## config.mk

```make
export PLATFORM = sky130hd
export DESIGN_NAME = refresh_sched
export DESIGN_NICKNAME = d
export VERILOG_FILES = /design/src/rtl/refresh_pkg.sv /design/src/rtl/rf_interval_timer.sv /design/src/rtl/rf_pending_ctr.sv /design/src/rtl/rf_strobe_seq.sv /design/src/rtl/rf_row_ctr.sv /design/src/rtl/refresh_sched.sv
export SDC_FILE = /design/constraint.sdc
export NUM_CORES = 1
export LEC_CHECK = 0
export ABC_CLOCK_PERIOD_IN_PS = 2680
export BUFFER_PORTS_ARGS = -buffer_cell sky130_fd_sc_hd__buf_2
export CORE_AREA = 2 2 62 64
export CTS_BUF_LIST = sky130_fd_sc_hd__clkbuf_8
export DETAILED_ROUTE_END_ITERATION = 8
export DIE_AREA = 0 0 64 66
export HOLD_SLACK_MARGIN = 0.15
export PLACE_DENSITY = 0.59
export SYNTH_ARGS = -nofsm -noshare
export SYNTH_HDL_FRONTEND = slang
export SYNTH_SLANG_ARGS = --single-unit
```

## constraint.sdc

```tcl
create_clock -name clk -period 2.68 [get_ports clk]
set_input_delay 0.134 -clock clk [delete_from_list [all_inputs] [get_ports clk]]
set_output_delay 0.134 -clock clk [all_outputs]
set_load 0.02 [all_outputs]
```

## src/rtl/refresh_pkg.sv

```systemverilog
package refresh_pkg;
  typedef enum logic [1:0] {
    SQ_IDLE   = 2'd0,
    SQ_SETUP  = 2'd1,
    SQ_ACTIVE = 2'd2,
    SQ_PRECHG = 2'd3
  } seq_state_e;

  typedef struct packed {
    logic ras_n;
    logic casl_n;
    logic cash_n;
    logic we_n;
    logic addr_oe;
  } strobe_t;

  localparam strobe_t STROBE_REST = '{ras_n: 1'b1, casl_n: 1'b1, cash_n: 1'b1,
                                      we_n: 1'b1, addr_oe: 1'b0};
endpackage

```

## src/rtl/rf_interval_timer.sv

```systemverilog
module rf_interval_timer #(
  parameter int TICK_CYCLES = 3125
) (
  input  logic clk,
  input  logic rst,
  output logic tick_o
);
  localparam int CW = (TICK_CYCLES > 2) ? $clog2(TICK_CYCLES) : 1;
  localparam logic [CW-1:0] LAST = CW'(TICK_CYCLES - 1);

  logic [CW-1:0] cnt_q;

  always_ff @(posedge clk) begin
    if (rst) cnt_q <= '0;
    else if (cnt_q == LAST) cnt_q <= '0;
    else cnt_q <= cnt_q + 1'b1;
  end

  assign tick_o = (cnt_q == LAST);
endmodule

```

## src/rtl/rf_pending_ctr.sv

```systemverilog
module rf_pending_ctr #(
  parameter int MAX_PEND = 8,
  parameter int PEND_W   = $clog2(MAX_PEND + 1)
) (
  input  logic              clk,
  input  logic              rst,
  input  logic              tick_i,
  input  logic              fin_i,
  output logic [PEND_W-1:0] pend_o,
  output logic              urgent_o
);
  localparam logic [PEND_W-1:0] FULL = PEND_W'(MAX_PEND);

  logic [PEND_W-1:0] pend_q, pend_d;
  logic              urgent_q;

  always_comb begin
    pend_d = pend_q;
    if (tick_i && !fin_i && pend_q != FULL) pend_d = pend_q + 1'b1;
    else if (fin_i && !tick_i && pend_q != '0) pend_d = pend_q - 1'b1;
  end

  always_ff @(posedge clk) begin
    if (rst) begin
      pend_q   <= '0;
      urgent_q <= 1'b0;
    end else begin
      pend_q   <= pend_d;
      urgent_q <= (pend_d == FULL);
    end
  end

  assign pend_o   = pend_q;
  assign urgent_o = urgent_q;

  // count never exceeds its limit
  p_pend_bound_r3: assert property (@(posedge clk) disable iff (rst)
    pend_q <= FULL);

  // an interval at the limit is dropped, the count holds
  p_sat_hold_r3: assert property (@(posedge clk) disable iff (rst)
    (tick_i && !fin_i && pend_q == FULL) |=> pend_q == FULL);

  // a completion alone removes exactly one entry
  p_fin_dec_r6: assert property (@(posedge clk) disable iff (rst)
    (fin_i && !tick_i && pend_q != '0) |=> pend_q == $past(pend_q) - 1'b1);

  // completion and interval together cancel
  p_both_hold_r7: assert property (@(posedge clk) disable iff (rst)
    (fin_i && tick_i) |=> $stable(pend_q));
endmodule

```

## src/rtl/rf_strobe_seq.sv

```systemverilog
module rf_strobe_seq
  import refresh_pkg::*;
#(
  parameter int SETUP_CYC   = 2,
  parameter int RAS_LOW_CYC = 4,
  parameter int PRE_CYC     = 2,
  parameter bit RAS_ONLY    = 1'b0
) (
  input  logic    clk,
  input  logic    rst,
  input  logic    start_i,
  output logic    busy_o,
  output logic    finish_o,
  output strobe_t strobe_o
);
  localparam int M1   = (SETUP_CYC > RAS_LOW_CYC) ? SETUP_CYC : RAS_LOW_CYC;
  localparam int MAXC = (M1 > PRE_CYC) ? M1 : PRE_CYC;
  localparam int SW   = (MAXC > 1) ? $clog2(MAXC) : 1;

  seq_state_e    state_q, state_d;
  logic [SW-1:0] cnt_q, cnt_d;
  strobe_t       strobe_q, strobe_d;

  always_comb begin
    state_d  = state_q;
    cnt_d    = cnt_q;
    finish_o = 1'b0;
    unique case (state_q)
      SQ_IDLE: if (start_i) begin
        state_d = SQ_SETUP;
        cnt_d   = SW'(SETUP_CYC - 1);
      end
      SQ_SETUP: if (cnt_q == '0) begin
        state_d = SQ_ACTIVE;
        cnt_d   = SW'(RAS_LOW_CYC - 1);
      end else cnt_d = cnt_q - 1'b1;
      SQ_ACTIVE: if (cnt_q == '0) begin
        state_d = SQ_PRECHG;
        cnt_d   = SW'(PRE_CYC - 1);
      end else cnt_d = cnt_q - 1'b1;
      SQ_PRECHG: if (cnt_q == '0) begin
        state_d  = SQ_IDLE;
        finish_o = 1'b1;
      end else cnt_d = cnt_q - 1'b1;
      default: state_d = SQ_IDLE;
    endcase
  end

  generate
    if (RAS_ONLY) begin : g_row_only
      always_comb begin
        strobe_d = STROBE_REST;
        case (state_d)
          SQ_SETUP:  strobe_d.addr_oe = 1'b1;
          SQ_ACTIVE: begin
            strobe_d.addr_oe = 1'b1;
            strobe_d.ras_n   = 1'b0;
          end
          default: ;
        endcase
      end
    end else begin : g_cas_first
      always_comb begin
        strobe_d = STROBE_REST;
        case (state_d)
          SQ_SETUP: begin
            strobe_d.casl_n = 1'b0;
            strobe_d.cash_n = 1'b0;
          end
          SQ_ACTIVE: begin
            strobe_d.casl_n = 1'b0;
            strobe_d.cash_n = 1'b0;
            strobe_d.ras_n  = 1'b0;
          end
          default: ;
        endcase
      end
    end
  endgenerate

  always_ff @(posedge clk) begin
    if (rst) begin
      state_q  <= SQ_IDLE;
      cnt_q    <= '0;
      strobe_q <= STROBE_REST;
    end else begin
      state_q  <= state_d;
      cnt_q    <= cnt_d;
      strobe_q <= strobe_d;
    end
  end

  assign busy_o   = (state_q != SQ_IDLE);
  assign strobe_o = strobe_q;

  generate
    if (RAS_ONLY) begin : g_chk_ro
      // column strobes stay high while the row strobe is low
      p_ro_cas_high_r8: assert property (@(posedge clk) disable iff (rst)
        !strobe_q.ras_n |-> (strobe_q.casl_n && strobe_q.cash_n && strobe_q.addr_oe));
    end else begin : g_chk_cbr
      // row strobe only falls with both column strobes already low
      p_cas_before_ras_r5: assert property (@(posedge clk) disable iff (rst)
        $fell(strobe_q.ras_n) |-> (!strobe_q.casl_n && !strobe_q.cash_n
                                   && !$past(strobe_q.casl_n) && !$past(strobe_q.cash_n)));
    end
  endgenerate

  // write enable never asserted during refresh
  p_we_high_r10: assert property (@(posedge clk) disable iff (rst)
    busy_o |-> strobe_q.we_n);
endmodule

```

## src/rtl/rf_row_ctr.sv

```systemverilog
module rf_row_ctr #(
  parameter int ROW_W = 10
) (
  input  logic             clk,
  input  logic             rst,
  input  logic             inc_i,
  output logic [ROW_W-1:0] row_o
);
  logic [ROW_W-1:0] row_q;

  always_ff @(posedge clk) begin
    if (rst) row_q <= '0;
    else if (inc_i) row_q <= row_q + 1'b1;
  end

  assign row_o = row_q;

  // each completion advances the row by one, wrapping at the top
  p_row_step_r9: assert property (@(posedge clk) disable iff (rst)
    inc_i |=> row_q == $past(row_q) + 1'b1);
endmodule

```

## src/rtl/refresh_sched.sv

```systemverilog
module refresh_sched
  import refresh_pkg::*;
#(
  parameter int TICK_CYCLES = 3125,
  parameter int MAX_PEND    = 8,
  parameter int SETUP_CYC   = 2,
  parameter int RAS_LOW_CYC = 4,
  parameter int PRE_CYC     = 2,
  parameter int ROW_W       = 10,
  parameter bit RAS_ONLY    = 1'b0
) (
  input  logic                            clk,
  input  logic                            rst,
  input  logic                            gnt_i,
  output logic                            req_o,
  output logic                            urgent_o,
  output logic [$clog2(MAX_PEND+1)-1:0]   pend_o,
  output logic                            busy_o,
  output logic                            done_o,
  output logic                            ras_n_o,
  output logic                            casl_n_o,
  output logic                            cash_n_o,
  output logic                            we_n_o,
  output logic [ROW_W-1:0]                addr_o,
  output logic                            addr_oe_o
);
  localparam int PEND_W = $clog2(MAX_PEND + 1);

  logic              tick, finish, start, busy, done_q;
  logic [PEND_W-1:0] pend;
  logic [ROW_W-1:0]  row;
  strobe_t           strobe;

  rf_interval_timer #(.TICK_CYCLES(TICK_CYCLES)) u_timer (
    .clk(clk), .rst(rst), .tick_o(tick));

  rf_pending_ctr #(.MAX_PEND(MAX_PEND), .PEND_W(PEND_W)) u_pend (
    .clk(clk), .rst(rst), .tick_i(tick), .fin_i(finish),
    .pend_o(pend), .urgent_o(urgent_o));

  assign req_o = (pend != '0) && !busy;
  assign start = req_o && gnt_i;

  rf_strobe_seq #(.SETUP_CYC(SETUP_CYC), .RAS_LOW_CYC(RAS_LOW_CYC),
                  .PRE_CYC(PRE_CYC), .RAS_ONLY(RAS_ONLY)) u_seq (
    .clk(clk), .rst(rst), .start_i(start), .busy_o(busy),
    .finish_o(finish), .strobe_o(strobe));

  generate
    if (RAS_ONLY) begin : g_rows
      rf_row_ctr #(.ROW_W(ROW_W)) u_row (
        .clk(clk), .rst(rst), .inc_i(finish), .row_o(row));
    end else begin : g_no_rows
      assign row = '0;
    end
  endgenerate

  always_ff @(posedge clk) begin
    if (rst) done_q <= 1'b0;
    else done_q <= finish;
  end

  assign pend_o    = pend;
  assign busy_o    = busy;
  assign done_o    = done_q;
  assign ras_n_o   = strobe.ras_n;
  assign casl_n_o  = strobe.casl_n;
  assign cash_n_o  = strobe.cash_n;
  assign we_n_o    = strobe.we_n;
  assign addr_oe_o = strobe.addr_oe;
  assign addr_o    = row & {ROW_W{strobe.addr_oe}};

  // a grant without a request starts no cycle
  p_grant_ignored_r4: assert property (@(posedge clk) disable iff (rst)
    (gnt_i && !req_o && !busy) |=> !busy);

  // done is a single-cycle pulse
  p_done_pulse_r6: assert property (@(posedge clk) disable iff (rst)
    done_o |=> !done_o);
endmodule

```

Word level (Yosys, flattened, before mapping)
Index checks and enable logic that the tools add are counted.
{"block": "totals", "regBits": 26, "in_bits": 3, "out_inout_bits": 23, "elab_cells": 56}
{"block": "classes", "add_sub_neg": 4, "n_eq_ne": 10, "muxes": 16, "n_reduce_logical": 16}
{"op": "$mux 2", "n": 9}
{"op": "$pmux 2 s4", "n": 2}
{"op": "$add 12x1->12 const B", "n": 1}
{"op": "$eq 12x12->1 const B", "n": 1}
{"op": "$mux 4", "n": 2}
{"op": "$eq 2x2->1 const B", "n": 3}
{"op": "$logic_and 1x1->1", "n": 6}
{"op": "$add 4x1->4 const B", "n": 1}
{"op": "$eq 2x1->1 const B", "n": 2}
{"op": "$eq 4x4->1 const B", "n": 1}
{"op": "$logic_not 2->1", "n": 2}
{"op": "$ne 2x2->1 const B", "n": 2}
{"op": "$ne 4x4->1 const B", "n": 1}
{"op": "$reduce_bool 4->1", "n": 1}
{"op": "$reduce_or 2->1", "n": 2}
{"op": "$sub 4x1->4 const B", "n": 1}
{"op": "$logic_not 1->1", "n": 3}
{"op": "$mux 1", "n": 3}
{"op": "$reduce_and 2->1", "n": 1}
{"op": "$reduce_bool 2->1", "n": 1}
{"op": "$sub 2x1->2 const B", "n": 1}

Depth between registers and ports, before layout
Gate-level depths: netlist of run 1.
{"block": "logic_depth", "ltp_word": 9, "mapped_depth": 8, "ltp_nobuf": 8}

Hierarchy
From an unflattened synthesis of run 1, not the netlist that was laid out.
{"block": "unflattened", "hier_cells": 159, "area_unflattened_um2": 1406.3}
{"module": "rf_interval_timer", "n_inst": 1, "cells_each": 63, "area_per_inst_um2": 574.3}
{"module": "rf_pending_ctr", "n_inst": 1, "cells_each": 45, "area_per_inst_um2": 384.1}
{"module": "rf_strobe_seq", "n_inst": 1, "cells_each": 35, "area_per_inst_um2": 319.1}
{"module": "refresh_sched", "n_inst": 1, "cells_each": 16, "area_per_inst_um2": 128.9}

Worst setup path before layout of run 1
No wires, ideal clock.
{"block": "synth_path", "path_type": "flip-flop to flip-flop", "startpoint": "register u_pend.pend_q[0] (netlist: u_pend.pend_o[0])", "endpoint": "register u_seq.strobe_q (netlist bit u_seq.strobe_o[2])", "arrival_ns": 1.903, "setup_slack_ns": 0.654, "path_stages_with_launch": 9, "n_path_buf": 0, "path_cell_list": "dfxtp_1 > inv_1 > ha_1 > nand2b_1 > o21ai_0 > o21ai_0 > o21ai_0 > ha_1 > or2_2"}
{"item": "start, declared", "line": "rf_pending_ctr.sv:14", "rtl": "logic [PEND_W-1:0] pend_q, pend_d;"}
{"item": "start signal, assigned", "line": "rf_pending_ctr.sv:28", "rtl": "pend_q <= pend_d;"}
{"item": "end signal, assigned", "line": "rf_strobe_seq.sv:89", "rtl": "strobe_q <= strobe_d;"}
{"item": "end, declared", "line": "rf_strobe_seq.sv:22", "rtl": "strobe_t strobe_q, strobe_d;"}

==> results of run 1 <==
## synth_stat cells, types with 2 or more instances
library cell | instances | area share
sky130_fd_sc_hd__clkbuf_1 | 5 | 0.013
sky130_fd_sc_hd__dfxtp_1 | 24 | 0.34
sky130_fd_sc_hd__nand2b_1 | 3 | 0.013
sky130_fd_sc_hd__nand4_1 | 3 | 0.013
sky130_fd_sc_hd__buf_4 | 13 | 0.070
sky130_fd_sc_hd__inv_1 | 9 | 0.024
sky130_fd_sc_hd__xnor2_1 | 6 | 0.038
sky130_fd_sc_hd__mux2i_1 | 3 | 0.021
sky130_fd_sc_hd__or3_1 | 3 | 0.013
sky130_fd_sc_hd__nor2b_1 | 3 | 0.013
sky130_fd_sc_hd__xor2_1 | 7 | 0.044
sky130_fd_sc_hd__and2_1 | 2 | 0.0090
sky130_fd_sc_hd__nand3_1 | 5 | 0.018
sky130_fd_sc_hd__a211o_1 | 2 | 0.013
sky130_fd_sc_hd__mux2_2 | 2 | 0.016
sky130_fd_sc_hd__a21oi_1 | 6 | 0.021
sky130_fd_sc_hd__ha_1 | 7 | 0.063
sky130_fd_sc_hd__o21ai_0 | 7 | 0.025
sky130_fd_sc_hd__conb_1 | 2 | 0.0054
sky130_fd_sc_hd__nand2_1 | 14 | 0.038
sky130_fd_sc_hd__nor2_1 | 20 | 0.054
## state kept, by name, indices dropped and copies added, names as in the netlist
| signal | cells |
|---|---|
| done_o | 1 |
| u_pend.urgent_o | 1 |
| u_timer.cnt_q | 12 |
| u_seq.cnt_q | 2 |
| u_pend.pend_o | 4 |
| u_seq.state_q | 2 |
| u_seq.strobe_o | 2 |
## logic make-up after synthesis
logic type,Yosys count,share of synthesized area
other,2,0.00537
and+or+nand+nor,65,0.257
adders and majority gates,7,0.0627
muxes,5,0.0376
AOI/OAI and AO/OA,22,0.101
DFF,24,0.344
buffers and inverters,28,0.111
xor gates and xnor gates,13,0.0815
## per-layer routing
metal  track usage  part of all wire  vias up
li1              -                 -      545
met1         0.150              0.47      490
met2         0.220              0.47       24
met3        0.0204             0.035        7
met4        0.0571             0.022        0
met5             0                 0        -
## per-stage QoR
| step | instances | hold slack, ns | utilization |
|---|---|---|---|
| 3_3_place_gp | 218 | 0.437 | 0.405 |
| 3_5_place_dp | 218 | 0.460 | 0.405 |
| 6_report | 222 | 0.189 | 0.421 |
| 5_1_grt | 222 | 0.218 | 0.421 |
| 4_1_cts | 222 | 0.190 | 0.421 |
| 2_1_floorplan | 176 | 0.327 | - |
## report_power, final
part / internal (W) / switching (W)
sequential: 0.000375 / 0.0000159
combinational: 0.0000376 / 0.0000729
clock: 0.000131 / 0.000115
total: 0.000543 / 0.000203
## worst paths after layout
kind	start	endpoint	cells after the start	slack, ns
setup / recovery	u_pend.pend_o[0]$_SDFF_PP0_	u_seq.strobe_o[2]$_SDFF_PP1_	8	0.47
hold / removal	rst	u_pend.pend_o[2]$_SDFF_PP0_	2	0.19
setup reg to reg	u_pend.pend_o[0]$_SDFF_PP0_	u_seq.strobe_o[2]$_SDFF_PP1_	8	0.47
hold reg to reg	u_timer.cnt_q[0]$_SDFF_PP0_	u_timer.cnt_q[0]$_SDFF_PP0_	1	0.47
## area by class of cell
cell class / count / area share
Sequential cell: 24 / 0.322
Tap cell: 48 / 0.0402
Clock buffer: 4 / 0.0369
Timing Repair Buffer: 13 / 0.0436
Inverter: 9 / 0.0226
Multi-Input combinational cell: 124 / 0.535
==> results_dict.tcl, run 1 <==
set metrics [dict create \
    cts_root_buf "sky130_fd_sc_hd__clkbuf_8" \
    cellPowerDensity_mw_per_mm2 500 \
    initial_utilization 0.394 \
    top_level_ports 26 \
    fillerInstances 356 \
    critical_path_peak_fanout 8 \
    p_leak_nw 0.642 \
    endpoint_kind "flip-flop" \
    hpwlAfterDp_um 1850 \
    critical_path_buf_inv_count 1 \
    tritoncts "done" \
    route.detailed.drc 0 \
    clock.fmax_mhz 453 \
    grt_overflow_total 0 \
    fin_hold_viols 0 \
    detail_route.wl_per_cell_um 11.0 \
    post_synth_num_cell_types 41 \
    crit_slowest_cell "sky130_fd_sc_hd__dfxtp_1" \
    totalNegativeSetupSlack_ns 0 \
    report.final.slew_viol_count 0 \
    layout.cells.most_common "sky130_fd_sc_hd__dfxtp_1" \
    synth_flop_cell "sky130_fd_sc_hd__dfxtp_1" \
    area_growth_pct 6.89 \
    number_of_max_capacitance_violations_reported 0 \
    tritoncts.num_buffers 3 \
    cts_hold_buffers 0 \
    ys_async_rst_share 0 \
    x_dimension_of_the_die_um 64 \
    number_of_global_route_vias_before_repair 1009 \
    start_kind "flip-flop" \
    dieArea_mm2 0.00422 \
    vias 1066 \
    number_of_enable_flip_flop_cells_after_synthesis 0 \
    final_critical_path_setup_slack_ns 0.473 \
    grt_start_max_net_pins 14 \
    seq_area_um2 480 \
    critical_path_start_end_classification "flip-flop to flip-flop" \
    postCtsResizedCells 0 \
    vdd_ir_drop_max_uv 179 \
    layout_common_cells "sky130_fd_sc_hd__dfxtp_1, sky130_fd_sc_hd__nor2_1, sky130_fd_sc_hd__nand2_1, sky130_fd_sc_hd__buf_2, sky130_fd_sc_hd__conb_1" \
    worst_clock_skew_ns 0.00150 \
    fp.coreArea_mm2 0.00355 \
    layout_worst_path_cycle_share 0.824 \
    required_ns 2.84 \
    drive_gt1_frac 0.155 \
    run_status "finished clean" \
    antenna_found_initial 0 \
    max_stage_delay_ns 0.40 \
    post_synth_inst_count 166 \
    min_path_type "input pin to flip-flop" \
    cp_cell_sequence "inv_1 > ha_1 > nand2b_1 > o21ai_0 > o21ai_0 > o21ai_0 > ha_1 > or2_2" \
    htree_levels 1 \
    yosys_register_bits 24 \
    drt_pass1_iterations 4 \
    routabilityCongestion 0.777 \
    timing.final.crit_period_ns 2.21 \
    cp.arrival_ns 2.36 \
    multiInputGateArea_um2 800 \
    design_area_mm2 0.00149 \
    cpLargestDelayFamily "compound AO/OA/AOI/OAI gates" \
    die_height_um 66 \
    final_antenna_net_count 0 \
    clock_latency_ns 0.26 \
    power.total_w 0.000747 \
    critical-path-top-cell-by-count "sky130_fd_sc_hd__o21ai_0" \
    rsz_0062_raised_after_global_routing "false" \
    finalSetupViolCount 0 \
    buffer_ports.inserted 13 \
    grt_first_pass_wirelength_um 4230 \
    post-place-ws_ns 0.457 \
    vias_per_cell 4.80 \
    clkTransAtPathRegs_ns 0.08 \
    initialDrtViolationCount 21 \
    num_antenna_cells 0 \
    seq_total_area_yosys 0.344 \
    ys.warnings.count 0 \
    routed_wirelength_um 2450 \
    synth.cell_area_mm2 0.00140 \
    synth.avg_cell_area_um2 8.42 \
    row_count 22 \
    clock-sinks 24 \
    placed_cell_area_mm2 0.00144 \
    cts-root-to-sink-buffers 2 \
    nets 185 \
    grt_util_all_layers 0.126 \
    post_cts.repair.setup_buffers 0 \
]
(Power assumes the default switching activity.)
==> run 2: changes to the inputs <==
--- a/config.mk
+++ b/config.mk
@@ -5,14 +5,15 @@
 export SDC_FILE = /design/constraint.sdc
 export NUM_CORES = 1
 export LEC_CHECK = 0
-export ABC_CLOCK_PERIOD_IN_PS = 2680
+export ABC_AREA = 1
+export ABC_CLOCK_PERIOD_IN_PS = 1800
 export BUFFER_PORTS_ARGS = -buffer_cell sky130_fd_sc_hd__buf_2
-export CORE_AREA = 2 2 62 64
+export CORE_AREA = 2 2 64 66
 export CTS_BUF_LIST = sky130_fd_sc_hd__clkbuf_8
 export DETAILED_ROUTE_END_ITERATION = 8
-export DIE_AREA = 0 0 64 66
+export DIE_AREA = 0 0 66 68
 export HOLD_SLACK_MARGIN = 0.15
-export PLACE_DENSITY = 0.59
+export PLACE_DENSITY = 0.6
 export SYNTH_ARGS = -nofsm -noshare
 export SYNTH_HDL_FRONTEND = slang
 export SYNTH_SLANG_ARGS = --single-unit
==> constraint.sdc (replaced) <==
create_clock -name clk -period 1.8 [get_ports clk]
set_input_delay 0.09 -clock clk [delete_from_list [all_inputs] [get_ports clk]]
set_output_delay 0.09 -clock clk [all_outputs]
set_load 0.02 [all_outputs]
==> run 2 against run 1 <==
  * Clock power increased by 95%
  * Combinational power increased to 3.4 times the previous value
  * Die area is 6.3% higher
  * Critical path type unchanged
  * Utilization grew 0.40 points
  * Flip-flop and latch count stayed put
==> results_dict.tcl, run 2 <==
set metrics [dict create \
    rr_worst_depth 8 \
    grt_util_all_layers 0.119 \
    post_synth_num_cell_types 35 \
    routed_wirelength_um 2410 \
    number_of_enable_flip_flop_cells_after_synthesis 0 \
    min-delay-start "gnt_i" \
    endpoint_kind "flip-flop" \
    clock_latency_ns 0.27 \
    regToRegEndpoint "u_seq.strobe_o[2]$_SDFF_PP1_" \
    routabilityCongestion 0.761 \
    clock_share_of_power 0.324 \
    buffer_ports.inserted 13 \
    clock.fmax_mhz 591 \
    fin_hold_viols 0 \
    synth.cell_area_mm2 0.00148 \
    cp_cell_sequence "inv_1 > ha_2 > a31oi_4 > nand2_2 > nand2_1 > inv_1 > ha_1 > or2_2" \
    dieArea_mm2 0.00449 \
    synth_top_cells_by_area "sky130_fd_sc_hd__dfxtp_1, sky130_fd_sc_hd__nand2_1, sky130_fd_sc_hd__buf_4" \
    cp.arrival_ns 1.87 \
    cts-root-to-sink-buffers 2 \
    synth_flop_cell "sky130_fd_sc_hd__dfxtp_1" \
    layout.cells.most_common "sky130_fd_sc_hd__nand2_1" \
    top_level_ports 26 \
    final_cell_count_no_fill 263 \
    layout_common_cells "sky130_fd_sc_hd__nand2_1, sky130_fd_sc_hd__inv_1, sky130_fd_sc_hd__dfxtp_1, sky130_fd_sc_hd__nor2_1, sky130_fd_sc_hd__nand3_1" \
    drt_pass1_iterations 6 \
    max_stage_delay_ns 0.38 \
    synth_xor_xnor_area_share 0.0178 \
    finalSetupViolCount 0 \
    count_of_placed_standard_cells_including_taps 258 \
    min_path_type "input pin to flip-flop" \
    worst_clock_skew_ns 0.0169 \
    synth.mux.area_fraction 0 \
    grt_overflow_total 0 \
    hold_path_stages 5 \
    grt_start_max_net_pins 15 \
    critical-path-top-cell-by-count "sky130_fd_sc_hd__inv_1" \
    critical_path_start_end_classification "flip-flop to flip-flop" \
    synth_compound_area_frac 0.0855 \
    tritoncts "done" \
    post_synth_inst_count 197 \
    final_antenna_net_count 0 \
    timing.reg2reg.setup_slack_ns 0.11 \
    rsz_0062_raised_after_global_routing "false" \
    largest_family_of_logic_cells_by_synthesized_area "simple AND/OR/NAND/NOR gates" \
    yosys.area_share.simple 0.346 \
    power_frac_seq 0.425 \
    regMostFlops "u_timer.cnt_q" \
    cellPowerDensity_mw_per_mm2 904 \
    clock-sinks 24 \
    switching_power_w 0.000470 \
    number_of_global_route_vias_before_repair 1031 \
    vias 1165 \
    number_of_max_capacitance_violations_reported 0 \
    initialDrtViolationCount 53 \
    route.detailed.drc 0 \
    crit_slowest_cell "sky130_fd_sc_hd__dfxtp_4" \
    p_leak_nw 0.724 \
    start_kind "flip-flop" \
    cts_root_buf "sky130_fd_sc_hd__clkbuf_8" \
    x_dimension_of_the_die_um 66 \
    synth.avg_cell_area_um2 7.50 \
    htree_levels 1 \
    switching_share 0.317 \
    num_antenna_cells 0 \
    critical_path_peak_fanout 6 \
    vias_per_cell 4.43 \
    antenna_found_initial 0 \
    postCtsResizedCells 0 \
    row_count 23 \
    hold_critical_path_endpoint "u_seq.state_q[0]$_SDFF_PP0_" \
    hpwlAfterDp_um 1870 \
    detail_route.wl_per_cell_um 9.17 \
    ys.warnings.count 0 \
    post-synth-top-count-cell "sky130_fd_sc_hd__nand2_1" \
    nets 224 \
    r2r_start "u_pend.pend_o[0]$_SDFF_PP0_" \
    totalNegativeSetupSlack_ns 0 \
    fp.coreArea_mm2 0.00386 \
    post_synth_most_frequent_cells "sky130_fd_sc_hd__nand2_1, sky130_fd_sc_hd__inv_1, sky130_fd_sc_hd__dfxtp_1" \
    synth_fa_ha_area_frac 0.0593 \
    fillerInstances 413 \
    area_growth_pct 10.8 \
    vdd_ir_drop_max_uv 489 \
    yosys_register_bits 24 \
    timing.final.crit_period_ns 1.69 \
    layout_worst_path_cycle_share 0.941 \
    report.final.slew_viol_count 0 \
    cellInternalPower_w 0.00101 \
    ys_async_rst_share 0 \
    seq_total_area_yosys 0.325 \
    synthDominantCellAreaShare 0.325 \
    tritoncts.num_buffers 3 \
    initial_utilization 0.383 \
    run_status "finished clean" \
    required_ns 1.97 \
    cell_taking_the_most_area_after_synthesis "sky130_fd_sc_hd__dfxtp_1" \
    grt_first_pass_wirelength_um 4170 \
    comb_power_share 0.251 \
    clkTransAtPathRegs_ns 0.10 \
    largest_register_ffs 12 \
    drive_gt1_frac 0.230 \
    die_height_um 68 \
]
-- run 2: final cells by class --
type | instances | area, um^2 | share of cell area
clock buffers | 3 | 41.3 | 0.0252
inverters | 32 | 121 | 0.0741
flip-flops and latches | 24 | 485 | 0.296
well taps | 50 | 62.6 | 0.0382
multi-input cells | 136 | 800 | 0.488
clock inverters | 1 | 30.0 | 0.0183
repair buffers | 17 | 97.6 | 0.0596
-- run 2: stage by stage --
| step | area [um^2] | total power (W) | worst slack (ns) | utilization | hold slack [ns] |
|---|---|---|---|---|---|
| finish | 1640 | 0.00148 | 0.107 | 0.425 | 0.148 |
| detailed placement | 1560 | 0.00101 | 0.105 | 0.404 | 0.388 |
| global route | 1640 | 0.00158 | 0.00875 | 0.425 | 0.173 |
| CTS | 1640 | 0.00150 | 0.0960 | 0.425 | 0.153 |
| global placement | 1560 | 0.00101 | 0.133 | 0.404 | 0.392 |
| floorplan | 1520 | 0.000960 | 0.0205 | - | 0.288 |
-- run 2: worst max path at each step --
stage | startpoint | end | slack, ns | cells past startpoint
final | u_pend.pend_o[0]$_SDFF_PP0_ | u_seq.strobe_o[2]$_SDFF_PP1_ | 0.11 | 8
after global routing | u_pend.pend_o[0]$_SDFF_PP0_ | u_seq.strobe_o[2]$_SDFF_PP1_ | 0.009 | 8
after floorplan | u_pend.pend_o[0]$_SDFF_PP0_ | u_seq.strobe_o[2]$_SDFF_PP1_ | 0.02 | 8
after detailed placement | u_pend.pend_o[0]$_SDFF_PP0_ | u_seq.strobe_o[2]$_SDFF_PP1_ | 0.10 | 8
after CTS | u_pend.pend_o[0]$_SDFF_PP0_ | u_seq.strobe_o[2]$_SDFF_PP1_ | 0.1 | 8
after global placement | u_pend.pend_o[0]$_SDFF_PP0_ | u_seq.strobe_o[2]$_SDFF_PP1_ | 0.13 | 8
-- run 2: cells by family after synthesis --
group / count (synthesis)
fa+ha+maj: 7
other cells: 2
flops: 24
simple gates: 94
xor+xnor: 3
buf+inv: 47
compound gates: 20
-- run 2: critical path, delay by kind of cell, from the launching register on --
family | cells | cell delay (ns)
adders and majority gates | 2 | 0.50
and+or+nand+nor | 3 | 0.40
AOI/OAI and AO/OA | 1 | 0.17
DFF | 1 | 0.38
buffers and inverters | 2 | 0.13
-- run 2: power groups by stage --
stage / Clock [W] / Combinational, W / Sequential, W
after floorplan: 0 / 0.000305 / 0.000655
after global placement: 0 / 0.000367 / 0.000642
after detailed placement: 0 / 0.000371 / 0.000641
after CTS: 0.000491 / 0.000374 / 0.000629
after global routing: 0.000516 / 0.000430 / 0.000636
final: 0.000480 / 0.000372 / 0.000629
-- run 2: routing by layer --
| layer | part of all wire | wire [um] | vias up | track usage |
|---|---|---|---|---|
| li1 | - | - | 629 | - |
| met1 | 0.49 | 1190 | 509 | 0.146 |
| met2 | 0.44 | 1070 | 25 | 0.201 |
| met3 | 0.051 | 124 | 2 | 0.0362 |
| met4 | 0.0095 | 23 | 0 | 0.0383 |
| met5 | 0 | 0 | - | 0 |
-- run 2: repair_timing --
item / CTS / global route
hold buffers: 1 / 0
buffers inserted: 0 / 0
endpoints found under the hold margin: 6 / 0
==> run 3: changes to the inputs <==
--- a/config.mk
+++ b/config.mk
@@ -6,14 +6,14 @@
 export NUM_CORES = 1
 export LEC_CHECK = 0
 export ABC_AREA = 1
-export ABC_CLOCK_PERIOD_IN_PS = 1800
+export ABC_CLOCK_PERIOD_IN_PS = 1700
 export BUFFER_PORTS_ARGS = -buffer_cell sky130_fd_sc_hd__buf_2
 export CORE_AREA = 2 2 64 66
 export CTS_BUF_LIST = sky130_fd_sc_hd__clkbuf_8
 export DETAILED_ROUTE_END_ITERATION = 8
 export DIE_AREA = 0 0 66 68
 export HOLD_SLACK_MARGIN = 0.15
-export PLACE_DENSITY = 0.6
+export PLACE_DENSITY = 0.58
 export SYNTH_ARGS = -nofsm -noshare
 export SYNTH_HDL_FRONTEND = slang
 export SYNTH_SLANG_ARGS = --single-unit
==> constraint.sdc (replaced) <==
create_clock -name clk -period 1.7 [get_ports clk]
set_input_delay 0.085 -clock clk [delete_from_list [all_inputs] [get_ports clk]]
set_output_delay 0.085 -clock clk [all_outputs]
set_load 0.01 [all_outputs]
==> run 3 against run 2 <==
  * Flip-flop and latch count unchanged
  * Global-route usage increased by 0.89 points
  * Largest power group unchanged
  * Final area rose by 2.1%
==> results_dict.tcl, run 3 (synthesis results as in run 2) <==
set metrics [dict create \
    fp.coreArea_mm2 0.00386 \
    timing.reg2reg.setup_slack_ns 0.11 \
    vdd_ir_drop_max_uv 421 \
    fin_hold_viols 0 \
    initialDrtViolationCount 94 \
    critical_path_peak_fanout 4 \
    cts-root-to-sink-buffers 2 \
    vias_per_cell 4.40 \
    start_kind "flip-flop" \
    dieArea_mm2 0.00449 \
    cell_count_along_the_critical_path 8 \
    worst_setup_path_start "u_pend.pend_o[0]$_SDFF_PP0_" \
    detail_route.wl_per_cell_um 9.50 \
    crit_slowest_cell "sky130_fd_sc_hd__dfxtp_2" \
    rsz_0062_raised_after_global_routing "false" \
    fillerInstances 395 \
    final_core_util 0.434 \
    htree_levels 1 \
    clock.fmax_mhz 630 \
    run_status "finished clean" \
    report.final.slew_viol_count 0 \
    critical-path-top-cell-by-count "sky130_fd_sc_hd__inv_1" \
    min_path_type "input pin to flip-flop" \
    r2r_start "u_pend.pend_o[0]$_SDFF_PP0_" \
    clock_latency_ns 0.27 \
    tritoncts "done" \
    route.detailed.drc 0 \
    antenna_found_initial 0 \
    seq_area_um2 487 \
    regMostFlops "u_timer.cnt_q" \
    worst_clock_skew_ns 0.00855 \
    finalSetupViolCount 0 \
    nets 229 \
    multiInputGateArea_um2 812 \
    crit_end "u_seq.strobe_o[2]$_SDFF_PP1_" \
    initial_utilization 0.383 \
    area_growth_pct 13.2 \
    routed_wirelength_um 2550 \
    num_antenna_cells 0 \
    number_of_global_route_vias_before_repair 1066 \
    vias 1180 \
    top_level_ports 26 \
    layout.cells.most_common "sky130_fd_sc_hd__nand2_1" \
    cpLargestDelayFamily "adder cells" \
    routabilityCongestion 0.770 \
    cellPowerDensity_mw_per_mm2 856 \
    grt_util_all_layers 0.128 \
    layout_worst_path_cycle_share 0.933 \
    p_leak_nw 0.744 \
    hold_path_stages 5 \
    drt_pass1_iterations 5 \
    endpoint_kind "flip-flop" \
    rr_worst_depth 8 \
    cts_root_buf "sky130_fd_sc_hd__clkbuf_8" \
    timing.final.crit_period_ns 1.59 \
    die_height_um 68 \
    required_ns 1.86 \
    tritoncts.num_buffers 3 \
    buffer_ports.inserted 13 \
    hpwlAfterDp_um 2020 \
    critical_path_start_end_classification "flip-flop to flip-flop" \
    power.total_w 0.00143 \
    grt_first_pass_wirelength_um 4440 \
    critical_path_buf_inv_count 2 \
    number_of_max_capacitance_violations_reported 0 \
    clock-sinks 24 \
    grt_overflow_total 0 \
    cp_cell_sequence "inv_1 > ha_4 > a31oi_4 > nand2_2 > nand2_1 > inv_1 > ha_1 > or2_2" \
    cp.arrival_ns 1.75 \
    x_dimension_of_the_die_um 66 \
    drive_gt1_frac 0.266 \
    layout_common_cells "sky130_fd_sc_hd__nand2_1, sky130_fd_sc_hd__inv_1, sky130_fd_sc_hd__dfxtp_1, sky130_fd_sc_hd__nor2_1, sky130_fd_sc_hd__nand3_1" \
    grt_start_max_net_pins 14 \
    totalNegativeSetupSlack_ns 0 \
    min-delay-start "gnt_i" \
    clkTransAtPathRegs_ns 0.09 \
    final_antenna_net_count 0 \
    max_stage_delay_ns 0.33 \
    largest_register_ffs 12 \
    row_count 23 \
    timing.hold.ws_ns 0.165 \
    regToRegEndpoint "u_seq.strobe_o[2]$_SDFF_PP1_" \
]
run 3: power breakdown:
part           internal, W  switching [W]
clock network     0.000207       0.000181
registers         0.000624      0.0000514
logic             0.000149       0.000220
total             0.000979       0.000453
run 3: worst min path at each step:
stage and endpoint:
2_1_floorplan u_pend.pend_o[0]$_SDFF_PP0_, 3_3_place_gp u_pend.pend_o[0]$_SDFF_PP0_, 3_5_place_dp u_pend.pend_o[0]$_SDFF_PP0_, 4_1_cts u_seq.state_q[0]$_SDFF_PP0_, 5_1_grt u_seq.state_q[0]$_SDFF_PP0_, 6_report u_seq.state_q[0]$_SDFF_PP0_
run 3: tightest hold or removal path, cell delays in order:
cell and delay, ns:
sky130_fd_sc_hd__buf_2 0.08, sky130_fd_sc_hd__nand2_2 0.06, sky130_fd_sc_hd__nand2_1 0.05, sky130_fd_sc_hd__inv_1 0.05, sky130_fd_sc_hd__nor2_1 0.07
run 3: routing by layer:
| layer | global-route usage | wire length, um | vias up |
|---|---|---|---|
| li1 | - | - | 640 |
| met1 | 0.159 | 1240 | 517 |
| met2 | 0.217 | 1180 | 21 |
| met3 | 0.0345 | 111 | 2 |
| met4 | 0.0383 | 22 | 0 |
| met5 | 0 | 0 | - |
run 3: through the flow:
| stage | setup WS, ns | cells | cell area [um^2] |
|---|---|---|---|
| after floorplan | 0.00964 | 207 | 1530 |
| after global placement | 0.129 | 263 | 1600 |
| after detailed placement | 0.0965 | 263 | 1600 |
| after CTS | 0.0735 | 268 | 1670 |
| after global routing | 0.00349 | 268 | 1670 |
| final | 0.113 | 268 | 1670 |
run 3: final cells by class:
type                       instances  area share
multi-input combinational        136       0.485
sequential                        24       0.291
timing repair buffer              22      0.0808
inverter                          32      0.0726
tap                               50      0.0374
clock buffer                       4      0.0329
run 3: timing repair:
action / CTS / global route
resized for setup: 0 / 5
endpoints found under the hold margin: 6 / 0
hold buffers: 1 / 0
setup endpoints to repair: 0 / 2
setup buffers: 0 / 0
